<file path="config.mk">
export PLATFORM = sky130hd
export DESIGN_NAME = dnr_window
export DESIGN_NICKNAME = d
export VERILOG_FILES = /design/src/rtl/dnr_pkg.sv /design/src/rtl/dnr_edge_detect.sv /design/src/rtl/dnr_delay_cell.sv /design/src/rtl/dnr_window.sv
export SDC_FILE = /design/constraint.sdc
export NUM_CORES = 1
export LEC_CHECK = 0
export BUFFER_PORTS_ARGS = -buffer_cell sky130_fd_sc_hd__clkbuf_2
export CAP_MARGIN = 15
export CORE_MARGIN = 5
export CORE_UTILIZATION = 60
export DETAILED_ROUTE_END_ITERATION = 7
export PLACE_DENSITY = 0.79
export SYNTH_ARGS = -nofsm -noshare
export SYNTH_HDL_FRONTEND = slang
export SYNTH_SLANG_ARGS = --single-unit
</file>
<file path="constraint.sdc">
create_clock -name clk -period 2.6 [get_ports clk]
set_input_delay 0.13 -clock clk [delete_from_list [all_inputs] [get_ports clk]]
set_output_delay 0.13 -clock clk [all_outputs]
set_load 0.005 [all_outputs]
</file>
<file path="src/rtl/dnr_pkg.sv">
package dnr_pkg;
  // Selects how a delay cell reacts to a hit that arrives while it is busy.
  typedef enum logic {
    MODE_FIRST = 1'b0,  // busy cell ignores new hits
    MODE_LAST  = 1'b1   // every hit restarts the cell
  } cell_mode_e;
endpackage

</file>
<file path="src/rtl/dnr_edge_detect.sv">
module dnr_edge_detect (
  input  logic clk,
  input  logic rst_n,
  input  logic level_i,
  output logic rise_o
);
  logic level_q;

  always_ff @(posedge clk or negedge rst_n) begin
    if (!rst_n) level_q <= 1'b0;
    else        level_q <= level_i;
  end

  assign rise_o = level_i & ~level_q;
endmodule

</file>
<file path="src/rtl/dnr_delay_cell.sv">
module dnr_delay_cell #(
  parameter int DELAY = 64,
  parameter int WIDTH = 4,
  parameter dnr_pkg::cell_mode_e MODE = dnr_pkg::MODE_FIRST
) (
  input  logic clk,
  input  logic rst_n,
  input  logic hit_i,
  output logic pulse_o
);
  localparam int SPAN = DELAY + WIDTH;
  localparam int CW   = $clog2(SPAN + 1);

  logic          active_q;
  logic [CW-1:0] cnt_q;
  logic          last;
  logic          start;

  // last: the final cycle of the pulse window
  assign last = active_q && (cnt_q == CW'(SPAN));

  generate
    if (MODE == dnr_pkg::MODE_LAST) begin : g_retrig
      assign start = hit_i;

      a_r5_restart_on_hit: assert property (@(posedge clk) disable iff (!rst_n)
        hit_i |=> (active_q && cnt_q == CW'(1)));
    end else begin : g_single
      assign start = hit_i && (!active_q || last);

      a_r4_busy_ignores_hit: assert property (@(posedge clk) disable iff (!rst_n)
        (active_q && !last) |=> (active_q && cnt_q == $past(cnt_q) + CW'(1)));
    end
  endgenerate

  always_ff @(posedge clk or negedge rst_n) begin
    if (!rst_n) begin
      active_q <= 1'b0;
      cnt_q    <= '0;
    end else if (start) begin
      active_q <= 1'b1;
      cnt_q    <= CW'(1);
    end else if (last) begin
      active_q <= 1'b0;
      cnt_q    <= '0;
    end else if (active_q) begin
      cnt_q    <= cnt_q + CW'(1);
    end
  end

  // cnt_q runs 1..SPAN; the pulse covers its last WIDTH values
  assign pulse_o = active_q && (cnt_q > CW'(DELAY));

  a_r2_stays_busy: assert property (@(posedge clk) disable iff (!rst_n)
    (active_q && !hit_i && !last) |=> active_q);
endmodule

</file>
<file path="src/rtl/dnr_window.sv">
module dnr_window #(
  parameter int DELAY = 64,
  parameter int WIDTH = 4
) (
  input  logic clk,
  input  logic rst_n,
  input  logic hit_in,
  output logic pulse_out
);
  localparam int NCELL = 2;

  logic             hit_edge;
  logic [NCELL-1:0] cell_pulse;

  dnr_edge_detect u_edge (
    .clk     (clk),
    .rst_n   (rst_n),
    .level_i (hit_in),
    .rise_o  (hit_edge)
  );

  generate
    for (genvar g = 0; g < NCELL; g++) begin : g_cell
      localparam dnr_pkg::cell_mode_e CMODE =
        (g == 0) ? dnr_pkg::MODE_FIRST : dnr_pkg::MODE_LAST;
      dnr_delay_cell #(
        .DELAY (DELAY),
        .WIDTH (WIDTH),
        .MODE  (CMODE)
      ) u_cell (
        .clk     (clk),
        .rst_n   (rst_n),
        .hit_i   (hit_edge),
        .pulse_o (cell_pulse[g])
      );
    end
  endgenerate

  assign pulse_out = |cell_pulse;

  a_r1_reset_quiet: assert property (@(posedge clk)
    !rst_n |=> !pulse_out);
endmodule

</file>
# --- After elaboration in Yosys (flattened, before gate mapping) ---
# Index checks and enable logic that the tools add are counted.
word_totals:
  ff_bits: 17
  inputBits: 3
  output_inout_bits: 1
op_classes:
  bitwise: 2
  magnitude_cmp: 2
  addsub: 2
  muxes: 10
  reduce_logical: 12
  eq_ne: 2
ops:
  columns: ["operator", "count"]
  rows:
  - ["$mux 7", 6]
  - ["$add 7x1->7 const B", 2]
  - ["$eq 7x7->1 const B", 2]
  - ["$gt 7x7->1 const B", 2]
  - ["$reduce_bool 3->1", 2]
  - ["$logic_and 1x1->1", 5]
  - ["$mux 1", 4]
  - ["$reduce_bool 2->1", 2]
  - ["$reduce_or 2->1", 1]
  - ["$and 1x1->1", 1]
  - ["$logic_not 1->1", 1]
  - ["$logic_or 1x1->1", 1]
  - ["$not 1->1", 1]

# --- Depth between registers and ports, before layout ---
depth:
  word_depth: 5
  ltp_mapped: 6
  mapped_depth_nobuf: 6

# --- Hierarchy ---
# A second synthesis with hierarchy kept.
unflattened:
  cells_unflattened: 103
  hier_area_um2: 998.5
by_module_without_submodules:
  columns: ["mod", "seq_area_each_um2", "area_per_inst_um2", "instances", "cells_each"]
  rows:
  - ["dnr_delay_cell (g_cell[0].u_cell)", 200.2, 493.0, 1, 52]
  - ["dnr_delay_cell (g_cell[1].u_cell)", 200.2, 460.4, 1, 48]
  - ["dnr_edge_detect", 25.0, 38.8, 1, 2]
  - ["dnr_window", 0.0, 6.3, 1, 1]

# --- Worst setup path before layout ---
# No wires, ideal clock.
synth_timing:
  path_kind: "register to register"
  from: "reg g_cell[0].u_cell.cnt_q[0]"
  to: "reg g_cell[0].u_cell.cnt_q[2]"
  path_slack_ns: 1.181
  arrival_time_ns: 1.301
  stages_incl_launch_ff: 7
  synth_period_minus_slack_ns: 1.419
  t_required_ns: 2.482
  path_cell_list: "dfrtp_1 -> inv_1 -> ha_1 -> nor4b_4 -> a31o_4 -> o22ai_1 -> a21o_1"
synth_via:
  elab_chain_len: 5
  word_cells_on_any_way: 9
synth_rtl:
  columns: ["item", "line", "source"]
  rows:
  - ["from (decl)", "dnr_delay_cell.sv:15", "logic [CW-1:0] cnt_q;"]
  - ["from (signal assigned)", "dnr_delay_cell.sv:47", "cnt_q <= cnt_q + CW'(1);"]
  - ["parallel branches: the longest is 5 deep, another holds $add 7x1->7", null, null]
# Several ways; the timed one is not identified. The select of a mux whose other input is x is not followed.
# A chain may end at the register's enable or synchronous reset.

# --- Final worst setup path ---
layout_timing:
  from: "reg g_cell[1].u_cell.cnt_q[0]"
  to: "out pulse_out"
layout_via:
  elab_chain_len: 3
layout_rtl:
  columns: ["item", "line", "source"]
  rows:
  - ["from (decl)", "dnr_delay_cell.sv:15", null]
  - ["from (signal assigned)", "dnr_delay_cell.sv:47", null]
  - ["$gt 7x7->1", "dnr_delay_cell.sv:52", "assign pulse_o = active_q && (cnt_q > CW'(DELAY));"]
  - ["$logic_and 1x1->1", "dnr_delay_cell.sv:52", null]
  - ["$reduce_or 2->1", "dnr_window.sv:39", "assign pulse_out = |cell_pulse;"]
  - ["to (decl)", "dnr_window.sv:8", "output logic pulse_out"]
# No other way between the ends.

==> run metrics <==
status finished clean; Clock Tree Buf Depth 2; nets 107; critical path, cell by cell inv_1, ha_1, nand2_1, nor4_2, a21oi_1, a31o_2, clkbuf_2; Critical Path Fanout Max 5; Tot GR Track Use 15.45%; vias in the first global route 653; worst-path cell with the longest stage delay dfrtp_1; post-synthesis register bit count 17; register area share after synthesis 45.82%; post-DP HPWL 1183 um; cts bufs inserted 3; drt drc 0; DR iter-0 viols 23; placed cell count 109; met2 routed WL 730 um; power per cell area 794.5 nW/um2; final setup fails 0; Detail Route met3 WL 67 um; DIE AREA 2434 um2; Ys Warns 0; PortBufs 3; final instance area 994.7 um2; Pre-antenna DRT Iters 4; Initial Utilization 62.35%; Worst-Margin Slew 464.6 ps; initial antenna violation count 0; slew margin rel. 68.77%; Final WS setup 630.8 ps; min-delay worst type in2async; startpoint class of the critical path flop; setup TNS 0 ps; Area after DPL 948.4 um2; Max H-tree Level 1; Tmin final 1969 ps; max incr delay on CP 420 ps; cell row count 14; # Max-Cap Violations 0; Mapped Area 928.4 um2; top cell type's share of synthesized area 45.82%; largest net degree at the start of global routing 18; # clock sinks 17; first-pass GRT wire length 2918 um; Area Overhead vs Synth 7.143%; CTS tree done; RSZ-0062 raised after global routing no; depth of the most critical reg-to-reg path 6; Ports 4; Root Buffer clkbuf_4; CP required 2470 ps; ant diodes 0; WL final 1628 um; top layer in use met4; Area contributors post-synth dfrtp_1 46%, ha_1 5.4%, o21ai_0 3.2%; share of cells above drive strength 1 14.14%; total gr overflow 0; Yosys top cell by area dfrtp_1; via/cell ratio 6.017; fin crit share 75.74%; post-synthesis net count 100; WL met1 813 um; VDD IR-drop max 0.0005489 V; Worst EP arrival 1840 ps; Setup Skew 4.310 ps; Util after Layout 66.81%; Syn Area/Cell 9.983 um2; RePlAce Congestion 0.8738; Tot Pwr 0.7903 mW; dpl ws 934.9 ps; Min Hold Slack 293.2 ps; CP Capture Type output pin; Final Hold Fails 0; die height 49.34 um; Highest Clock Rate 0.5078 GHz; clock-pin slew on the worst setup and hold paths 100 ps; core box area 1489 um2; P_leak 0.4615 nW; Worst Setup Path Type reg2out; fin cells 115; Worst-Skew Late Latency 290 ps; Synth Instances 93; wire per inst 14.16 um; Die X 49.34 um; Distinct cells, synth 36; Detail Route Antenna Nets 0; Slew Viols, Final 0; via count 692
==> where the power goes <==
part / internal (mW) / switching (mW) / leakage, nW
combinational: 0.110 / 0.0986 / 0.237
clock: 0.0595 / 0.0829 / 0.0150
sequential: 0.333 / 0.107 / 0.209
==> cell usage in the layout (no fill, tap or decap), types with 3 or more instances in the layout <==
cell      synthesis  routed
ha_1              4       4
o21ai_0           6       6
nand4_1           4       4
clkbuf_4          0       3
clkbuf_2          0       3
dfrtp_1          17      17
nor2_1            8       8
nand2_1           7       7
xor2_1            3       3
a21oi_1           4       4
inv_1             6       6
==> layout make-up <==
cell class	count	area, um2
clock buffer	4	26.28
fill	113	494.2
multi-input combinational	66	457.9
sequential	17	425.4
inverter	6	22.52
tap	16	20.02
timing repair buffer	6	42.54
==> cells by family after synthesis <==
kind of cell | synth area share (%)
xor gates and xnor gates | 3.774
and+or+nand+nor | 19.81
muxes | 1.078
adders and majority gates | 5.391
AOI/OAI and AO/OA | 19.27
DFF | 45.82
buffers and inverters | 4.851
==> critical path: cells and delay by family, from the launching register on <==
family                   cells  cell delay, ps
AND/OR/NAND/NOR              2             410
buffers and inverters        2             200
flip-flops                   1             420
AO/OA/AOI/OAI                2             370
adder cells (fa/ha/maj)      1             160
==> per-layer routing <==
layer | GRT usage (%) | vias to the layer above
li1 | - | 344
met1 | 21.36 | 332
met2 | 21.24 | 14
met3 | 4.281 | 2
met4 | 8.969 | 0
met5 | 0 | -
==> final timing paths <==
path	slack, ps	endpoint	start
worst max register to register	1040	g_cell[0].u_cell.cnt_q[2]	g_cell[0].u_cell.cnt_q[0]
worst min-delay path	290	g_cell[1].u_cell.cnt_q[5]	rst_n
worst max-delay path	630	pulse_out	g_cell[1].u_cell.cnt_q[0]
max in group asynchronous	2010	g_cell[1].u_cell.active_q	rst_n
worst min register to register	540	g_cell[1].u_cell.cnt_q[0]	g_cell[1].u_cell.cnt_q[0]
min in group clk	510	u_edge.level_q	hit_in
==> registers in the layout, indices dropped and copies added (netlist names) <==
signal / flops
g_cell.u_cell.cnt_q: 14
u_edge.level_q: 1
g_cell.u_cell.active_q: 2
==> synthesized netlist by cell type <==
library cell,instances
o21ai_1,1
o22ai_1,1
and3_1,1
dfrtp_1,17
nor4_2,1
nand2b_1,2
nand2_2,1
and3_2,1
o2111ai_1,1
a31oi_1,1
o31ai_1,2
or3_1,2
xor2_1,3
o21a_1,1
inv_1,6
a31o_4,1
mux2i_1,1
xnor2_1,1
buf_2,3
nor4b_4,1
nor2_1,8
nand3_1,2
a21o_1,2
buf_4,1
ha_1,4
a21oi_1,4
o21ai_0,6
nand4_1,4
a31o_2,1
a311oi_1,1
nor2b_1,1
a21bo_2,1
nor3_1,1
o211a_1,1
a32o_1,1
nand2_1,7
==> timing repair <==
item | in CTS | in global routing
hold buffers | 2 | 0
setup endpoints to repair | 0 | 0
setup buffers | 0 | 0
endpoints found under the hold margin | 18 | 0
resized for setup | 0 | 0
Note: power is estimated with default switching activity, not from simulation.
